$ cat config.mk
export PLATFORM = sky130hd
export DESIGN_NAME = hexlink_rx
export DESIGN_NICKNAME = d
export VERILOG_FILES = /design/src/rtl/hexlink_pkg.sv /design/src/rtl/hexlink_rst_sync.sv /design/src/rtl/hexlink_sync.sv /design/src/rtl/hexlink_deser.sv /design/src/rtl/hexlink_seg.sv /design/src/rtl/hexlink_rx.sv
export SDC_FILE = /design/constraint.sdc
export NUM_CORES = 1
export LEC_CHECK = 0
export CAP_MARGIN = 10
export CORE_MARGIN = 10
export CORE_UTILIZATION = 55
export DETAILED_ROUTE_END_ITERATION = 16
export PLACE_DENSITY = 0.8
export SETUP_SLACK_MARGIN = 0.3
export SLEW_MARGIN = 20
export SYNTH_ARGS = -nofsm -noshare
export SYNTH_HDL_FRONTEND = slang
export SYNTH_SLANG_ARGS = --single-unit
export TNS_END_PERCENT = 100
$ cat constraint.sdc
create_clock -name clk_i -period 2.35 [get_ports clk_i]
set_input_delay 0.47 -clock clk_i [delete_from_list [all_inputs] [get_ports clk_i]]
set_output_delay 0.47 -clock clk_i [all_outputs]
set_load 0.03 [all_outputs]
$ cat src/rtl/hexlink_pkg.sv
package hexlink_pkg;

  localparam int unsigned CHAR_W = 7;
  localparam int unsigned NIB_W  = 4;
  localparam int unsigned SEG_W  = 7;
  localparam int unsigned CNT_W  = $clog2(CHAR_W);

  typedef logic [CHAR_W-1:0] char_t;
  typedef logic [SEG_W-1:0]  seg_t;
  typedef logic [NIB_W-1:0]  nib_t;

  // Segment bit 0 = a ... bit 6 = g, active high.
  function automatic seg_t hex_glyph(input nib_t v);
    seg_t s;
    case (v)
      4'h0: s = 7'h3F;
      4'h1: s = 7'h06;
      4'h2: s = 7'h5B;
      4'h3: s = 7'h4F;
      4'h4: s = 7'h66;
      4'h5: s = 7'h6D;
      4'h6: s = 7'h7D;
      4'h7: s = 7'h07;
      4'h8: s = 7'h7F;
      4'h9: s = 7'h6F;
      4'hA: s = 7'h77;
      4'hB: s = 7'h7C;
      4'hC: s = 7'h39;
      4'hD: s = 7'h5E;
      4'hE: s = 7'h79;
      default: s = 7'h71;
    endcase
    return s;
  endfunction

endpackage

$ cat src/rtl/hexlink_rst_sync.sv
module hexlink_rst_sync #(
  parameter int unsigned STAGES = 2
) (
  input  logic clk_i,
  input  logic rst_ni,
  output logic rst_no
);

  logic [STAGES-1:0] chain_q;

  always_ff @(posedge clk_i or negedge rst_ni) begin
    if (!rst_ni) chain_q <= '0;
    else         chain_q <= {chain_q[STAGES-2:0], 1'b1};
  end

  assign rst_no = chain_q[STAGES-1];

endmodule

$ cat src/rtl/hexlink_sync.sv
module hexlink_sync #(
  parameter int unsigned WIDTH  = 2,
  parameter int unsigned STAGES = 2
) (
  input  logic             clk_i,
  input  logic             rst_ni,
  input  logic [WIDTH-1:0] d_i,
  output logic [WIDTH-1:0] q_o
);

  logic [STAGES-1:0][WIDTH-1:0] stage_q;

  for (genvar g = 0; g < STAGES; g++) begin : g_stage
    if (g == 0) begin : g_first
      always_ff @(posedge clk_i or negedge rst_ni) begin
        if (!rst_ni) stage_q[g] <= '0;
        else         stage_q[g] <= d_i;
      end
    end else begin : g_next
      always_ff @(posedge clk_i or negedge rst_ni) begin
        if (!rst_ni) stage_q[g] <= '0;
        else         stage_q[g] <= stage_q[g-1];
      end
    end
  end

  assign q_o = stage_q[STAGES-1];

endmodule

$ cat src/rtl/hexlink_deser.sv
module hexlink_deser
  import hexlink_pkg::*;
#(
  parameter int unsigned IDLE_CYC = 1024
) (
  input  logic  clk_i,
  input  logic  rst_ni,
  input  logic  lclk_i,
  input  logic  ldat_i,
  output char_t char_o,
  output logic  done_o
);

  localparam int unsigned IDLE_W = $clog2(IDLE_CYC + 1);
  localparam logic [IDLE_W-1:0] IDLE_LAST = IDLE_W'(IDLE_CYC - 1);
  localparam logic [CNT_W-1:0]  BIT_LAST  = CNT_W'(CHAR_W - 1);

  logic                lclk_prev_q;
  logic [CHAR_W-2:0]   shreg_q, shreg_d;
  logic [CNT_W-1:0]    cnt_q, cnt_d;
  logic [IDLE_W-1:0]   idle_q, idle_d;
  char_t               char_q, char_d;
  logic                done_q, done_d;
  logic                rise;
  logic                partial;
  logic                idle_exp;

  assign rise     = lclk_i & ~lclk_prev_q;
  assign partial  = (cnt_q != '0);
  assign idle_exp = partial && !rise && (idle_q == IDLE_LAST);

  always_comb begin
    shreg_d = shreg_q;
    cnt_d   = cnt_q;
    idle_d  = idle_q;
    char_d  = char_q;
    done_d  = 1'b0;
    if (rise) begin
      idle_d  = '0;
      shreg_d = {shreg_q[CHAR_W-3:0], ldat_i};
      if (cnt_q == BIT_LAST) begin
        char_d = {shreg_q, ldat_i};
        done_d = 1'b1;
        cnt_d  = '0;
      end else begin
        cnt_d = cnt_q + 1'b1;
      end
    end else if (idle_exp) begin
      cnt_d   = '0;
      idle_d  = '0;
      shreg_d = '0;
    end else if (partial) begin
      idle_d = idle_q + 1'b1;
    end
  end

  always_ff @(posedge clk_i or negedge rst_ni) begin
    if (!rst_ni) begin
      lclk_prev_q <= 1'b0;
      shreg_q     <= '0;
      cnt_q       <= '0;
      idle_q      <= '0;
      char_q      <= '0;
      done_q      <= 1'b0;
    end else begin
      lclk_prev_q <= lclk_i;
      shreg_q     <= shreg_d;
      cnt_q       <= cnt_d;
      idle_q      <= idle_d;
      if (done_d) char_q <= char_d;
      done_q      <= done_d;
    end
  end

  assign char_o = char_q;
  assign done_o = done_q;


  done_single_chk: assert property (@(posedge clk_i) disable iff (!rst_ni)
    done_q |=> !done_q);


  char_hold_chk: assert property (@(posedge clk_i) disable iff (!rst_ni)
    !$stable(char_q) |-> done_q);


  idle_drop_chk: assert property (@(posedge clk_i) disable iff (!rst_ni)
    (partial && !rise && idle_q == IDLE_LAST) |=> (cnt_q == '0));


  bit_range_chk: assert property (@(posedge clk_i) disable iff (!rst_ni)
    cnt_q <= BIT_LAST);


  no_early_drop_chk: assert property (@(posedge clk_i) disable iff (!rst_ni)
    (partial && !rise && idle_q != IDLE_LAST) |=> (cnt_q != '0));

endmodule

$ cat src/rtl/hexlink_seg.sv
module hexlink_seg
  import hexlink_pkg::*;
(
  input  nib_t nib_i,
  output seg_t seg_o
);

  always_comb begin
    seg_o = hex_glyph(nib_i);

    seg_nonblank_chk: assert (seg_o != '0);
  end

endmodule

$ cat src/rtl/hexlink_rx.sv
module hexlink_rx
  import hexlink_pkg::*;
#(
  parameter int unsigned SYNC_STAGES = 2,
  parameter int unsigned IDLE_CYC    = 1024
) (
  input  logic       clk_i,
  input  logic       rst_ni,
  input  logic       lnk_clk_i,
  input  logic       lnk_dat_i,
  output logic [6:0] seg_hi_o,
  output logic [6:0] seg_lo_o,
  output logic [6:0] char_o,
  output logic       rcvd_o
);

  localparam int unsigned DIGITS = 2;

  logic       rst_n;
  logic [1:0] lnk_s;
  char_t      char_w;
  logic       done_w;
  nib_t [DIGITS-1:0] nib_w;
  seg_t [DIGITS-1:0] seg_w;

  hexlink_rst_sync #(.STAGES(2)) u_rst (
    .clk_i  (clk_i),
    .rst_ni (rst_ni),
    .rst_no (rst_n)
  );

  hexlink_sync #(.WIDTH(2), .STAGES(SYNC_STAGES)) u_sync (
    .clk_i  (clk_i),
    .rst_ni (rst_n),
    .d_i    ({lnk_clk_i, lnk_dat_i}),
    .q_o    (lnk_s)
  );

  hexlink_deser #(.IDLE_CYC(IDLE_CYC)) u_deser (
    .clk_i  (clk_i),
    .rst_ni (rst_n),
    .lclk_i (lnk_s[1]),
    .ldat_i (lnk_s[0]),
    .char_o (char_w),
    .done_o (done_w)
  );

  for (genvar d = 0; d < DIGITS; d++) begin : g_digit
    if (d == 0) begin : g_lo
      assign nib_w[d] = char_w[NIB_W-1:0];
    end else begin : g_hi
      assign nib_w[d] = {1'b0, char_w[CHAR_W-1:NIB_W]};
    end
    hexlink_seg u_seg (
      .nib_i (nib_w[d]),
      .seg_o (seg_w[d])
    );
  end

  assign seg_lo_o = seg_w[0];
  assign seg_hi_o = seg_w[1];
  assign char_o   = char_w;
  assign rcvd_o   = done_w;

endmodule

-- Yosys cells after proc, flatten, opt, wreduce, memory -nomap -nowiden
Memories as Yosys holds them, arrays and structs flattened.
Index checks and enable logic that the tools add are counted.
- reduce and logical (&&, ||, !) cells: 7
- equality and inequality tests: 2
- mux-type cells: 10
- bitwise logic cells: 2
- add/sub/neg operators: 2
- operators by type and width (cell ; count):
    11-bit 2-to-1 mux ; 3
    6-bit 2-to-1 mux ; 2
    11-bit by 1-bit adder with 11-bit output (second input constant) ; 1
    11-bit by 10-bit equality test with 1-bit output (second input constant) ; 1
    3-bit 2-to-1 mux ; 3
    3-bit nonzero test ; 2
    3-bit by 1-bit adder with 3-bit output (second input constant) ; 1
    3-bit equality test (second input constant) ; 1
    3-bit AND reduction ; 1
    1-bit logical AND ; 2
    1-bit 2-to-1 mux ; 2
    2-bit nonzero test ; 1
    1-bit AND ; 1
    1-bit logical NOT ; 1
    1-bit NOT ; 1
- memories kept: 2
- logic and storage cells: 34
- register bits: 35
- memory bits (read-only): 224
- memories (memory ; words ; bits a word ; read ports ; clocked after Yosys merged registers in ; write ports ; line ; source):
    (no name shown) ; 16 ; 7 ; 1 ; 0 ; 0 ; hexlink_pkg.sv:15 ; case (v)
    (no name shown) ; 16 ; 7 ; 1 ; 0 ; 0 ; hexlink_pkg.sv:15 ;

-- Depth between registers and ports, before layout
Gate-level depths: netlist of the first run.
- word-level depth: 7
- mapped depth: 5
- depth with buffers taken out: 5

-- Hierarchy
A second synthesis of the first run with hierarchy kept.
- cells, all modules: 182
- area total of the unflattened synthesis: 2062.0 µm²
- modules (own cells, without submodules) (module ; instances ; area each (µm²) ; cells each):
    hexlink_deser ; 1 ; 1313.8 ; 106
    hexlink_seg ; 2 ; 287.8 ; 33
    hexlink_sync ; 1 ; 115.1 ; 6
    hexlink_rst_sync ; 1 ; 53.8 ; 3
    hexlink_rx ; 1 ; 3.8 ; 1

-- Worst setup path before layout of the first run
OpenSTA, ideal clock, no wires.
- path type: register -> output
- from: reg u_deser.char_q[1] (netlist: u_deser.char_o[1])
- to: out seg_lo_o[3]
- path slack: 230 ps
- stages on the path, launching flop included: 6
- arrival time: 1650 ps
- cells stage by stage: dfrtp_1 inv_1 ha_1 nor2_1 nor3_1 a31oi_1
- longest elaborated chain between the ends: 1
- ends and longest elaborated chain (item ; line ; source):
    from (decl) ; hexlink_deser.sv:22 ; char_t char_q, char_d;
    from (signal assigned) ; hexlink_deser.sv:70 ; if (done_d) char_q <= char_d;
    memory read 16 x 7 bit ; - ;
    to (decl) ; hexlink_rx.sv:12 ; output logic [6:0] seg_lo_o,
No other way between the ends.

-- Final worst setup path of the first run
- from: reg u_deser.char_q[0] (netlist: u_deser.char_o[0])
- to: out seg_lo_o[3]
Same word-level chain as after synthesis.

==> impl_metrics.py, run 1 <==
metrics = {
    "yosys": {
        "synth_nets": 194,
        "ys_types": 40,
        "syn_inst": 176,
        "synthArstFlopShare": 1.000,
        "yosysWarnings": 0,
        "synth_seq_cells": 35,
        "yosysTopAreaCell": "dfrtp_1",
        "avgSynthCellArea_sq_um": 10.88,
        "yosys-top-cells-count": "dfrtp_1, nand2_1, ha_1",
        "synth.most_common_cell": "dfrtp_1",
        "synth_edf_count": 0,
        "syn_area_sq_um": 1914,
        "netlist.area_leader.share": 0.4575,
        "ys.flop_type": "dfrtp_1",
        "ys_seq_area_frac": 0.4575,
        "synthTopCellsByArea": "dfrtp_1, ha_1, a2111oi_4",
    },
    "detailed_routing": {
        "num_vias": 1421,
        "wl_per_cell_um": 16.00,
        "finalWirelength_mm": 4.112,
        "drc": 0,
        "drt-initial-drc-count": 55,
        "viasPerCell": 5.529,
        "drt_first_pass_iters": 4,
        "ant_nets": 0,
    },
    "outcome": {
        "status": "finished clean",
    },
    "worst_setup_path": {
        "critPathKind": "reg2out",
        "cp_max_fo": 5,
        "startpoint_type": "register",
        "r2r_end": "u_deser.idle_q[1]",
        "required_ps": 1880,
        "rr_worst_depth": 5,
        "r2r_setup_slack_ps": 690,
        "end_kind": "output port",
        "arrival_ps": 1620,
        "crit-reg2reg-launch": "u_deser.idle_q[0]",
    },
    "die": {
        "core_area_sq_um": 3337,
        "start_util": 0.5737,
        "io_pins": 26,
        "num_rows": 21,
        "die-area_sq_um": 6240,
        "die_h_um": 79.00,
        "fp.dieW_um": 79.00,
    },
    "grt": {
        "grt_max_degree": 34,
        "grt_pass1_vias": 1457,
        "antenna_found_initial": 0,
        "gr-total-overflow": 0,
        "grt_usage": 0.1309,
        "grt_pass1_wl_mm": 6.630,
    },
    "cells_and_area": {
        "fill_cells": 246,
        "area_growth_pct": 25.29,
        "nets": 229,
        "antenna_cells": 0,
        "drive_gt1_frac": 0.3175,
        "post-route-util": 0.7188,
    },
    "placed_design": {
        "place_ws_ps": -11.00,
        "numPortBuffers": 25,
        "hpwl_mm": 2.762,
        "gp_congestion": 0.7871,
    },
    "power_and_ir_drop": {
        "power_uw": 2200,
        "ir_drop_mv": 0.6738,
        "p_per_area_nw_per_um2": 917.1,
        "leakagePower_uw": 0.001030,
    },
    "clocking": {
        "ctsHoldBuffers": 0,
        "h-tree-depth": 2,
        "cts_tree": "yes",
        "clock_path_buffers": 2,
        "clock_sinks": 35,
        "clockRootBuffer": "clkbuf_4",
        "numCtsBuffers": 5,
        "worstSkewPairLatency_ps": 340,
        "clkTransAtPathRegs_ps": 100,
    },
    "sta": {
        "final_hold_viol_count": 0,
        "period_needed_ps": 2090,
        "drv_slew": 0,
        "rsz0062_at_grt": "true",
        "setup_viol": 0,
        "max_freq_mhz": 478.5,
        "finalClockSkew_ps": 13.47,
        "setup_ws_ps": 260.0,
        "fin_crit_sh": 0.8894,
    },
    "min_path": {
        "hp-class": "reg2async",
    },
    "run": {
        "maxCapViolCount": 0,
    },
}
-- layout make-up --
class / count / area [sq um] / share of cell area
Clock inverter: 1 / 30.03 / 0.01252
Sequential cell: 35 / 879.6 / 0.3667
Clock buffer: 6 / 41.29 / 0.01721
Multi-Input combinational cell: 124 / 1050 / 0.4377
Inverter: 10 / 40.04 / 0.01669
Tap cell: 46 / 57.56 / 0.02400
Timing Repair Buffer: 35 / 300.3 / 0.1252
-- worst max-delay path by stage --
stage / from / endpoint / slack, ps / depth (start not counted)
6_report: u_deser.char_o[0] / seg_lo_o[3] / 260 / 5
5_1_grt: u_deser.char_o[0] / seg_lo_o[4] / 150 / 5
4_1_cts: u_deser.char_o[1] / seg_lo_o[3] / 200 / 6
3_5_place_dp: u_deser.char_o[1] / seg_lo_o[3] / -10 / 6
3_3_place_gp: u_deser.char_o[1] / seg_lo_o[1] / 140 / 6
2_1_floorplan: u_deser.char_o[1] / seg_lo_o[3] / 230 / 5
-- cell usage in the layout (no fill, tap or decap), types with 2 or more instances in the layout --
master,count
nor2_1,12
ha_1,10
dfrtp_1,32
nand2_1,15
nand2b_1,5
dfrtp_2,3
dlymetal6s2s_1,2
inv_2,4
buf_2,3
clkdlybuf4s15_2,2
a21oi_1,5
o21ai_1,2
a21oi_2,4
xor2_1,2
nor2b_1,2
buf_6,3
nand3_1,4
xnor2_1,7
inv_1,5
nor3_2,2
a211oi_1,4
buf_4,15
a22o_1,6
clkbuf_4,5
o21ai_0,11
dlygate4sd2_1,3
a2111oi_4,3
clkdlybuf4s50_1,6
ha_4,3
mux2_2,2
-- power by group --
group | internal (uW) | leakage [uW] | switching [uW] | total [uW]
Combinational | 402 | 0.000538 | 554 | 956
Clock | 219 | 0.0000383 | 189 | 408
Sequential | 690 | 0.000454 | 146 | 835
Total | 1310 | 0.00103 | 889 | 2200
-- state kept, by name, indices dropped and copies added, names as in the netlist --
signal	flops
u_deser.char_o	7
u_deser.shreg_q	6
u_deser.cnt_q	3
u_sync.q_o	2
u_deser.done_o	1
u_deser.lclk_prev_q	1
u_rst.chain_q	2
u_sync.stage_q	2
u_deser.idle_q	11
-- routing by layer --
layer / up-vias / share of wire / track usage
li1: 688 / - / -
met1: 702 / 0.43 / 0.1415
met2: 25 / 0.51 / 0.2251
met3: 6 / 0.049 / 0.04955
met4: 0 / 0.014 / 0.05376
met5: - / 0 / 0
-- repair_timing --
item	4_1_cts	5_1_grt
resized for setup	80	30
pin swaps	0	3
setup endpoints to repair	17	16
buffers inserted	6	2
-- through the flow --
| step | cell area (sq um) | instances | TNS (ps) | hold slack [ps] |
|---|---|---|---|---|
| after floorplan | 1918 | 176 | 0 | 174.4 |
| after global placement | 2195 | 242 | 0 | 265.3 |
| after detailed placement | 2195 | 242 | -11.00 | 281.6 |
| after CTS | 2307 | 255 | 0 | 272.0 |
| after global routing | 2399 | 257 | 0 | 258.6 |
| final | 2399 | 257 | 0 | 263.1 |
-- worst max-delay path, cell delays in order, from the launching register on --
cell	delay, ps
dfrtp_2	470
inv_4	80
ha_4	280
nand2b_4	60
a31oi_1	190
buf_4	190
-- kinds of logic (layout without fill, tap and decap cells) --
family,after synthesis,count (layout),synth area share
other cells,1,1,0.001959
buf+inv,17,52,0.04379
xor+xnor,9,9,0.04118
fa+ha+maj,14,14,0.09150
compound gates,45,45,0.2033
mux,3,3,0.01699
simple gates,52,52,0.1438
flops,35,35,0.4575
No activity file was read; power rests on OpenSTA's default activity.
==> inputs of run 2 (changes only) <==
Settings changed: CAP_MARGIN 10 to unset, CORE_UTILIZATION 55 to 45, CTS_BUF_LIST set to sky130_fd_sc_hd__clkbuf_2 sky130_fd_sc_hd__clkbuf_4 sky130_fd_sc_hd__clkbuf_8, PLACE_DENSITY 0.8 to 0.67.
==> run 2 against run 1 <==
Against the previous run: via count decreased by 1.5%; clock-buffer cell count unchanged; flip-flop and latch count unchanged.
==> impl_metrics.py, run 2 (same netlist as run 1, synthesis figures left out) <==
metrics = {
    "sta": {
        "final_hold_viol_count": 0,
        "holdWs_ps": 263.3,
        "finalClockSkew_ps": 6.467,
        "drv_slew": 0,
        "period_needed_ps": 2042,
        "relSlewSlack": 0.5671,
        "max_freq_mhz": 489.7,
        "setup_ws_ps": 307.8,
        "setup_viol": 0,
        "fin_crit_sh": 0.8690,
        "fin_setup_tns_ps": 0,
        "worst_pin_slew_ps": 649.4,
        "rsz0062_at_grt": "true",
    },
    "worst_setup_path": {
        "end_kind": "output port",
        "r2r_end": "u_deser.idle_q[1]",
        "cp_max_fo": 4,
        "startpoint_type": "register",
        "critPathKind": "reg2out",
        "rr_worst_depth": 5,
        "arrival_ps": 1570,
        "r2r_setup_slack_ps": 680,
        "crit-reg2reg-launch": "u_deser.idle_q[0]",
        "required_ps": 1880,
    },
    "cells_and_area": {
        "area_growth_pct": 25.82,
        "fill_cells": 337,
        "regMostFlops": "u_deser.idle_q",
        "seq_area_sq_um": 879.6,
        "drive_gt1_frac": 0.2857,
        "multi_input_area_sq_um": 1022,
        "final_common_cell": "dfrtp_1",
        "final_cell_mix": "dfrtp_1, nand2_1, nor2_1, buf_4",
        "nets": 227,
        "antenna_cells": 0,
        "largest_reg_flops": 11,
    },
    "clocking": {
        "clockRootBuffer": "clkbuf_8",
        "clock_path_buffers": 2,
        "h-tree-depth": 2,
        "worstSkewPairLatency_ps": 280,
        "numCtsBuffers": 5,
        "cts_tree": "yes",
        "clock_sinks": 35,
        "clkTransAtPathRegs_ps": 70,
    },
    "grt": {
        "grt_pass1_wl_mm": 6.313,
        "gr-total-overflow": 0,
        "grt_pass1_vias": 1340,
        "antenna_found_initial": 0,
        "grt_max_degree": 18,
        "grt_usage": 0.1061,
    },
    "die": {
        "die_h_um": 85.23,
        "start_util": 0.4718,
        "core_area_sq_um": 4058,
        "die-area_sq_um": 7263,
        "io_pins": 26,
        "num_rows": 23,
        "fp.dieW_um": 85.23,
    },
    "detailed_routing": {
        "drc": 0,
        "wl_per_cell_um": 15.55,
        "finalWirelength_mm": 4.044,
        "num_vias": 1399,
        "drt-initial-drc-count": 62,
        "drt_first_pass_iters": 4,
        "ant_nets": 0,
        "viasPerCell": 5.381,
    },
    "power_and_ir_drop": {
        "power_uw": 2304,
        "p_per_area_nw_per_um2": 956.4,
        "ir_drop_mv": 0.4642,
        "leakagePower_uw": 0.001039,
    },
    "run": {
        "maxCapViolCount": 0,
    },
    "placed_design": {
        "hpwl_mm": 2.898,
        "numPortBuffers": 25,
        "place_ws_ps": 13.72,
        "gp_congestion": 0.8554,
    },
    "outcome": {
        "status": "finished clean",
    },
    "min_path": {
        "hp-class": "reg2async",
    },
}
run 2: cell count changes in the layout (fill, tap and decap cells not counted), moves of 2 or more:
cell | before | now
dlygate4sd2_1 | 3 | 1
clkbuf_4 | 5 | 0
nor3_1 | 1 | 3
clkbuf_8 | 0 | 6
clkdlybuf4s50_1 | 6 | 8
nor3_2 | 2 | 0
buf_4 | 15 | 12
a21oi_2 | 4 | 2
a21oi_1 | 5 | 7
clkbuf_2 | 1 | 3
run 2: how the worst max path moves through the flow:
stage | start | end | slack, ps
CTS | u_deser.char_o[1] | seg_lo_o[1] | 120
detailed placement | u_deser.char_o[1] | seg_lo_o[1] | 10
floorplan | u_deser.char_o[1] | seg_lo_o[3] | 230
global route | u_deser.char_o[0] | seg_lo_o[4] | 240
finish | u_deser.char_o[0] | seg_lo_o[3] | 310
global placement | u_deser.char_o[1] | seg_lo_o[3] | 110
run 2: metal layers:
| layer | up-vias | GRT usage | share of wire |
|---|---|---|---|
| met5 | - | 0 | 0 |
| met4 | 0 | 0.04341 | 0.021 |
| met3 | 9 | 0.04207 | 0.045 |
| met2 | 28 | 0.1669 | 0.47 |
| met1 | 685 | 0.1257 | 0.47 |
| li1 | 677 | - | - |
run 2: metrics by stage:
step                      cells  area (sq um)    util
after floorplan             176          1918       -
after global routing        260          2409  0.5936
after global placement      246          2200  0.5421
final                       260          2409  0.5936
after CTS                   259          2337  0.5760
after detailed placement    246          2200  0.5421
run 2: timing repair:
item,in CTS,in global routing
cloned,0,0
endpoints found under the setup margin,15,16
resized for setup,59,40
pin swaps,0,3
hold buffers,0,0
buffers inserted,5,1
run 2: final cells by class:
class / instances / area share
Inverter: 10 / 0.01662
Multi-Input combinational cell: 124 / 0.4244
Clock inverter: 2 / 0.01455
Sequential cell: 35 / 0.3652
Clock buffer: 6 / 0.03429
Tap cell: 50 / 0.02597
Timing Repair Buffer: 33 / 0.1190
run 2: power breakdown:
part           internal, uW  switching (uW)
registers               691             140
clock network           343             207
logic                   377             546
total                  1410             893
run 2: worst max-delay path, cell delays in order (launching register included):
cell     delay, ps
dfrtp_2        410
inv_2           70
buf_4          150
ha_4           160
nor2b_4        120
nor3_1          50
a31oi_1        140
buf_4          180
==> inputs of run 3 (changes only) <==
Settings changed: CELL_PAD_IN_SITES_DETAIL_PLACEMENT set to 1, CELL_PAD_IN_SITES_GLOBAL_PLACEMENT set to 1, CORE_MARGIN 10 to unset, CORE_UTILIZATION 45 to 40, PLACE_DENSITY 0.67 to 0.74.
==> run 3 against run 2 <==
Against the previous run: clock power down 25%; flip-flop and latch count unchanged; cell count up 0.77%; largest power group unchanged; clock-buffer cell count unchanged; critical endpoint is now char_o[3]; core utilization down 6.5 points; the flow now finishes with violations (design-rule violations); fmax up 0.16%; hold slack worse by 91 ps.
==> impl_metrics.py, run 3 (same netlist as run 1, synthesis figures left out) <==
metrics = {
    "sta": {
        "fin_crit_sh": 0.8676,
        "rsz0062_at_grt": "true",
        "final_hold_viol_count": 0,
        "setup_ws_ps": 311.2,
        "max_freq_mhz": 490.5,
        "fin_setup_tns_ps": 0,
        "holdWs_ps": 172.6,
        "period_needed_ps": 2039,
        "drv_slew": 0,
        "setup_viol": 0,
        "finalClockSkew_ps": 9.275,
    },
    "grt": {
        "grt_usage": 0.1869,
        "grt_pass1_wl_mm": 7.272,
        "gr-total-overflow": 0,
        "grt_pass1_vias": 1509,
        "grt_max_degree": 24,
        "antenna_found_initial": 0,
    },
    "detailed_routing": {
        "drt_first_pass_iters": 12,
        "num_vias": 1420,
        "ant_nets": 0,
        "m1WireLength_mm": 1.943,
        "top_layer_used": "met4",
        "wl_met3_um": 124,
        "drt-initial-drc-count": 48,
        "finalWirelength_mm": 4.280,
        "drc": 2,
        "viasPerCell": 5.420,
        "wl_per_cell_um": 16.34,
        "wl_met2_mm": 2.115,
    },
    "cells_and_area": {
        "multi_input_area_sq_um": 1010,
        "final_cell_mix": "dfrtp_1, nand2_1, buf_4",
        "largest_reg_flops": 11,
        "design_area_sq_um": 2365,
        "drive_gt1_frac": 0.2857,
        "fill_cells": 495,
        "final_common_cell": "dfrtp_1",
        "regMostFlops": "u_deser.idle_q",
        "nets": 229,
        "seq_area_sq_um": 879.6,
        "antenna_cells": 0,
        "area_growth_pct": 23.53,
    },
    "power_and_ir_drop": {
        "p_per_area_nw_per_um2": 912.2,
        "power_uw": 2157,
        "ir_drop_mv": 0.3956,
        "leakagePower_uw": 0.0009708,
    },
    "clocking": {
        "h-tree-depth": 2,
        "numCtsBuffers": 5,
        "worstSkewPairLatency_ps": 290,
        "clock_path_buffers": 2,
        "clockRootBuffer": "clkbuf_8",
        "clock_sinks": 35,
        "ctsHoldBuffers": 0,
        "cts_tree": "yes",
        "clkTransAtPathRegs_ps": 70,
    },
    "run": {
        "maxCapViolCount": 0,
    },
    "outcome": {
        "status": "finished, violations left",
        "violations": "design-rule violations",
    },
    "placed_design": {
        "numPortBuffers": 25,
        "gp_congestion": 0.8066,
        "place_area_sq_um": 2202,
        "hpwl_mm": 3.030,
        "place_ws_ps": 0.8509,
    },
    "die": {
        "core_area_sq_um": 4474,
        "fp.dieW_um": 71.18,
        "num_rows": 24,
        "die-area_sq_um": 5067,
        "die_h_um": 71.18,
        "io_pins": 26,
        "start_util": 0.4279,
    },
    "worst_setup_path": {
        "worstPathCellList": "clkdlybuf4s50_1",
        "crit_slowest_cell": "clkdlybuf4s50_1",
        "cp_max_fo": 16,
        "critPathBufInv": 1,
        "required_ps": 1880,
        "arrival_ps": 1570,
        "end_kind": "output port",
        "max_stage_delay_ps": 730,
        "cp_top_family": "buffers and inverters",
        "critPathKind": "reg2out",
        "startpoint_type": "register",
    },
    "min_path": {
        "hp-class": "reg2async",
    },
}
[run 3: changes by cell type in the layout (fill, tap and decap cells not counted), sizes merged]
cell / change
clkinv: -1
clkbuf: -1
bufinv: -1
buf: +1
clkdlybuf4s50: +3
dlymetal6s2s: -3
clkdlybuf4s15: +2
[run 3: routing by layer]
layer	vias to the layer above	track usage
li1	681	-
met5	-	0
met4	0	0.08667
met1	705	0.2303
met3	12	0.03561
met2	22	0.3164
[run 3: power breakdown]
| part | total (uW) | switching, uW | internal [uW] |
|---|---|---|---|
| combinational | 912 | 535 | 376 |
| clock | 411 | 202 | 209 |
| sequential | 835 | 144 | 691 |
[run 3: through the flow]
step           cells    util
2_1_floorplan    176       -
3_3_place_gp     248  0.4922
3_5_place_dp     248  0.4922
4_1_cts          258  0.5109
5_1_grt          262  0.5285
6_report         262  0.5285
[run 3: cell type report]
| type | instances | area share |
|---|---|---|
| inverters | 10 | 0.01587 |
| multi-input cells | 124 | 0.4270 |
| repair buffers | 35 | 0.1254 |
| well taps | 52 | 0.02751 |
| clock buffers | 6 | 0.03228 |
| flip-flops and latches | 35 | 0.3720 |
[run 3: worst paths after layout]
path	depth (start not counted)	from	endpoint	slack, ps
worst max-delay path	1	u_deser.char_o[3]	char_o[3]	310
worst min-delay path	0	u_rst.chain_q[1]	u_deser.idle_q[4]	170
worst max register to register	5	u_deser.idle_q[0]	u_deser.idle_q[1]	660
worst min register to register	0	u_rst.chain_q[1]	u_deser.idle_q[4]	170
max in group asynchronous	1	u_rst.chain_q[1]	u_deser.char_o[3]	1480
min in group clk_i	0	u_sync.stage_q[1]	u_sync.q_o[1]	350
[run 3: what timing repair did]
action | 4_1_cts | 5_1_grt
hold endpoints to repair | 0 | 0
cloned | 0 | 0
pin swaps | 2 | 3
gates resized for setup | 64 | 23
endpoints found under the setup margin | 15 | 13
buffers inserted | 4 | 4
